===== src/rtl/audio_dma_pkg.sv =====
// Package: shared sizes and helpers for the audio DMA request generator.
// Assumes: the enable fields are at least as wide as the slot count.
package audio_dma_pkg;

    // Width of each software enable field (reserved bits included).
    parameter int unsigned EN_FIELD_W = 4;
    // Number of slots that exist in hardware.
    parameter int unsigned SLOT_COUNT = 2;

    // Per-direction selector used to document lane instances.
    typedef enum logic {
        DIR_RX = 1'b0,
        DIR_TX = 1'b1
    } dma_dir_e;

    // Gate: the enable bit, the assignment bit and the status flag must all be set.
    function automatic logic slot_wants_service(input logic en_bit,
                                                input logic assigned,
                                                input logic flag);
        return en_bit & assigned & flag;
    endfunction

endpackage


===== src/rtl/audio_dma_lane.sv =====
// Module: audio_dma_lane
// Builds the request lines for one direction (receive or transmit).
// For each slot it ANDs the enable bit, the assignment bit and the status
// flag, then registers the result. The unregistered result also goes out
// so the merge stage can register the combined request in the same cycle.
// Assumes: EN_W >= SLOTS. Enable bits at SLOTS and above are reserved and
// count for nothing.
module audio_dma_lane #(
    parameter int unsigned EN_W  = audio_dma_pkg::EN_FIELD_W,
    parameter int unsigned SLOTS = audio_dma_pkg::SLOT_COUNT,
    parameter audio_dma_pkg::dma_dir_e DIR = audio_dma_pkg::DIR_RX
) (
    input  logic             clk,
    input  logic             rst_n,
    input  logic [EN_W-1:0]  en_field,
    input  logic [SLOTS-1:0] assigned,
    input  logic [SLOTS-1:0] flag,
    output logic [SLOTS-1:0] req_next,
    output logic [SLOTS-1:0] req
);

    localparam int unsigned RSVD_W = EN_W - SLOTS;

    logic [SLOTS-1:0] en_live;

    // Keep only the enable bits that stand for real slots.
    generate
        if (RSVD_W > 0) begin : g_rsvd
            logic rsvd_any;
            // Reserved bits are read here and given zero weight.
            assign rsvd_any = |en_field[EN_W-1:SLOTS];
            assign en_live  = en_field[SLOTS-1:0] | {SLOTS{rsvd_any & 1'b0}};
        end else begin : g_norsvd
            assign en_live = en_field[SLOTS-1:0];
        end
    endgenerate

    // One gate and one request register per slot.
    generate
        for (genvar s = 0; s < SLOTS; s++) begin : g_slot
            // Combinational request condition for slot s.
            always_comb begin
                req_next[s] = audio_dma_pkg::slot_wants_service(en_live[s], assigned[s], flag[s]);
            end

            // Register the request; synchronous reset clears it.
            always_ff @(posedge clk) begin
                if (!rst_n) req[s] <= 1'b0;
                else        req[s] <= req_next[s];
            end
        end
    endgenerate

endmodule


===== src/rtl/audio_dma_merge.sv =====
// Module: audio_dma_merge
// Registers the OR of every next-cycle request of both directions. The
// combined line therefore lines up with the per-slot request registers.
// Assumes: the inputs are the unregistered conditions from the lanes.
module audio_dma_merge #(
    parameter int unsigned SLOTS = audio_dma_pkg::SLOT_COUNT
) (
    input  logic             clk,
    input  logic             rst_n,
    input  logic [SLOTS-1:0] rx_next,
    input  logic [SLOTS-1:0] tx_next,
    output logic             any_req
);

    logic any_next;

    // OR of all pending conditions.
    always_comb begin
        any_next = (|rx_next) | (|tx_next);
    end

    // Register the combined request.
    always_ff @(posedge clk) begin
        if (!rst_n) any_req <= 1'b0;
        else        any_req <= any_next;
    end

endmodule


===== src/rtl/audio_dma_req_gen.sv =====
// Module: audio_dma_req_gen (top)
// Makes the per-slot receive and transmit DMA requests and a combined
// request for a two-slot PCM audio interface. All outputs are registered.
// Assumes: the status flags and assignment bits are synchronous to clk.
module audio_dma_req_gen #(
    parameter int unsigned EN_W  = audio_dma_pkg::EN_FIELD_W,
    parameter int unsigned SLOTS = audio_dma_pkg::SLOT_COUNT
) (
    input  logic             clk,
    input  logic             rst_n,
    input  logic [EN_W-1:0]  rx_dma_en,
    input  logic [EN_W-1:0]  tx_dma_en,
    input  logic [SLOTS-1:0] rx_slot_assign,
    input  logic [SLOTS-1:0] tx_slot_assign,
    input  logic [SLOTS-1:0] rx_full,
    input  logic [SLOTS-1:0] tx_empty,
    output logic [SLOTS-1:0] rx_req,
    output logic [SLOTS-1:0] tx_req,
    output logic             any_req
);

    logic [SLOTS-1:0] rx_next;
    logic [SLOTS-1:0] tx_next;

    // Receive lane: service is needed when the register is full.
    audio_dma_lane #(.EN_W(EN_W), .SLOTS(SLOTS), .DIR(audio_dma_pkg::DIR_RX)) u_rx_lane (
        .clk      (clk),
        .rst_n    (rst_n),
        .en_field (rx_dma_en),
        .assigned (rx_slot_assign),
        .flag     (rx_full),
        .req_next (rx_next),
        .req      (rx_req)
    );

    // Transmit lane: service is needed when the register is empty.
    audio_dma_lane #(.EN_W(EN_W), .SLOTS(SLOTS), .DIR(audio_dma_pkg::DIR_TX)) u_tx_lane (
        .clk      (clk),
        .rst_n    (rst_n),
        .en_field (tx_dma_en),
        .assigned (tx_slot_assign),
        .flag     (tx_empty),
        .req_next (tx_next),
        .req      (tx_req)
    );

    // Combined request.
    audio_dma_merge #(.SLOTS(SLOTS)) u_merge (
        .clk     (clk),
        .rst_n   (rst_n),
        .rx_next (rx_next),
        .tx_next (tx_next),
        .any_req (any_req)
    );

endmodule


===== config.mk =====
export PLATFORM = sky130hd
export DESIGN_NAME = audio_dma_req_gen
export DESIGN_NICKNAME = d
export VERILOG_FILES = /design/src/rtl/audio_dma_pkg.sv /design/src/rtl/audio_dma_lane.sv /design/src/rtl/audio_dma_merge.sv /design/src/rtl/audio_dma_req_gen.sv
export SDC_FILE = /design/constraint.sdc
export NUM_CORES = 1
export LEC_CHECK = 0
export ABC_AREA = 0
export BUFFER_PORTS_ARGS = -buffer_cell sky130_fd_sc_hd__buf_2
export CELL_PAD_IN_SITES_DETAIL_PLACEMENT = 0
export CELL_PAD_IN_SITES_GLOBAL_PLACEMENT = 1
export CORE_AREA = 4 4 41 43
export DETAILED_ROUTE_END_ITERATION = 8
export DIE_AREA = 0 0 45 47
export PLACE_DENSITY = 0.62
export SYNTH_ARGS = -nofsm -noshare
export SYNTH_HDL_FRONTEND = slang
export SYNTH_SLANG_ARGS = --single-unit

===== constraint.sdc =====
create_clock -name clk -period 0.8 [get_ports clk]
set_input_delay 0.08 -clock clk [delete_from_list [all_inputs] [get_ports clk]]
set_output_delay 0.08 -clock clk [all_outputs]
set_load 0.01 [all_outputs]

==> flow_summary.yaml <==
timing:
  period_needed_ns: 0.737
  totalNegativeSetupSlack_ns: 0
  rsz0062_at_grt: "false"
  post-route-period-util_pct: 92.1
  setup_viol: 0
  fmax_mhz: 1360
  relSlewSlack_pct: 89.9
  tightest_slew_ns: 0.152
  hold_viol_final: 0
  fin_ws_ns: 0.0631
  slew_violations: 0
critical_path:
  start_kind: "flip-flop"
  crit_type: "flip-flop to output pin"
  cp_top_family: "flip-flops"
  arrival_ns: 0.66
  cpPeakStageDelay_ns: 0.30
  crit_fanout: 1
  crit_chain: "buf_2"
  slowest_stage: "dfxtp_1"
  worst_ep_required_time_ns: 0.72
  critPathBufInv: 1
  critPathCaptureType: "output pin"
yosys:
  synth_area_sq_um: 160
  synthAdderAreaFrac_pct: 0
  synthCells: 15
  synthXorXnorAreaFrac_pct: 0
  synth_nets: 33
  synth_compound_area_share_pct: 10.2
  synth-seq-area-share_pct: 62.5
  synth_area_leaders: "dfxtp_1 (63%), a41oi_2 (10%), nand3_1 (9.4%)"
  yosysWarnings: 0
  ys_ff_latch: 5
  synth_top_area_cell: "dfxtp_1"
  synthFlopType: "dfxtp_1"
  muxShareOfSynthArea_pct: 0
  yosysMostFrequentCell: "dfxtp_1"
  yosys-top-cells-count: "dfxtp_1 (5), nor2_1 (4), nand3_1 (3)"
  synth_simple_gate_area_share_pct: 25.0
  yosysUniqueCellTypes: 6
  syn_avg_cell_area_sq_um: 10.7
  synth-edff-count: 0
  synth_top_family_by_area: "simple AND/OR/NAND/NOR gates"
  netlist.area_leader.share_pct: 62.5
  async_flop_share_pct: 0
floorplanning:
  core_area_sq_um: 1300
  initial_core_util_pct: 12.3
  dieArea_sq_um: 2120
  pin_count: 23
  row_count: 13
  fp.dieW_um: 45
  die_y_um: 47
global_routing:
  grt_pass1_wl_um: 814
  overflow: 0
  grt_pass1_vias: 203
  grt_max_degree: 6
  grt_usage_pct: 6.40
  antenna_found_initial: 0
route:
  wl_um: 516
  first_pass_iters: 1
  drc: 0
  wire_per_inst_um: 9.92
  drt_iter0_drc: 0
  via_count: 187
  ant_nets: 0
  routed_via_density: 3.60
clock_tree:
  cts.clk_slew.worst_paths_ns: 0.04
  cts-root-buf: "clkbuf_4"
  cts.sinks: 5
  cts_hold_buf: 0
  cts_made_buffers: 3
  cts_tree: "built"
  cts_resized: 0
  cts_max_path_buffers: 2
  post-cts-setup-buffer-count: 0
  htreeDepth: 1
place:
  port_buffers: 18
  hpwl_um: 459
  gp_congestion: 0.650
  dp_worst_setup_slack_ns: 0.271
worst_hold_path:
  hp-class: "primary input to flip-flop"
  min_to: "u_rx_lane.req[1]"
  worst_hold_path.num_cells: 3
  worstHoldStart: "rx_full[1]"
cells_and_area:
  num-fill-cells: 158
  num_antenna_cells: 0
  nNetsFinal: 56
  area_delta_synth_final_pct: 84.4
  fin_util_pct: 22.7
  drive_gt1_share_pct: 62.2
power_and_ir_drop:
  p_total_uw: 611
  leakage_nw: 0.155
  powerDensity_nw_per_um2: 2070
  ir_drop_mv: 0.332
status:
  outcome: "finished clean"
job:
  drv_cap: 0
## sequential cells by signal, indices dropped and copies added (netlist names)
name             count
u_tx_lane.req        2
u_rx_lane.req        2
u_merge.any_req      1
## cell type report
class	count	area [sq um]	share of cell area, %
Sequential cell	5	100	33.9
Timing Repair Buffer	18	90.1	30.5
Multi-Input combinational cell	9	56.3	19.1
Clock buffer	4	26.3	8.90
Tap cell	15	18.8	6.36
Inverter	1	3.75	1.27
## where the power goes
group | internal [mW] | switching, mW | leakage (nW) | total [mW]
Sequential | 0.259 | 0.00195 | 0.0409 | 0.261
Combinational | 0.0356 | 0.0303 | 0.0989 | 0.0660
Clock | 0.188 | 0.0952 | 0.0150 | 0.283
## per-layer routing
layer  vias up  share of wire [%]  track usage [%]
met5         -                  0                0
met4         0                  0             7.02
met3         0                 19             5.36
met2        13                 42             8.19
met1        78                 39             5.91
li1         96                  -                -
## cell families (layout without fill, tap and decap cells)
family,Yosys count,after routing
buffers and inverters,1,23
AND/OR/NAND/NOR,8,8
AO/OA/AOI/OAI,1,1
flip-flops,5,5
## through the flow
step                      hold WS, ns  cells  cell area, sq um
after floorplan                 0.213     15               160
after global placement          0.342     48               269
after detailed placement        0.342     48               269
after CTS                      0.0880     52               295
after global routing           0.0962     52               295
final                          0.0930     52               295
## placed cells by master (no fill, tap or decap)
cell / instances
nand3_1: 3
clkbuf_4: 3
buf_2: 18
dfxtp_1: 5
inv_1: 1
nor2_1: 4
clkbuf_1: 1
a41oi_2: 1
nand3_2: 1
## worst max path at each step
| stage | from | endpoint | cells past startpoint |
|---|---|---|---|
| 6_report | u_merge.any_req | any_req | 1 |
| 5_1_grt | u_merge.any_req | any_req | 1 |
| 4_1_cts | u_merge.any_req | any_req | 1 |
| 3_5_place_dp | rx_dma_en[0] | u_merge.any_req | 3 |
| 3_3_place_gp | rx_dma_en[0] | u_merge.any_req | 3 |
| 2_1_floorplan | u_merge.any_req | any_req | 0 |
Power figures use the tool's default switching activity.
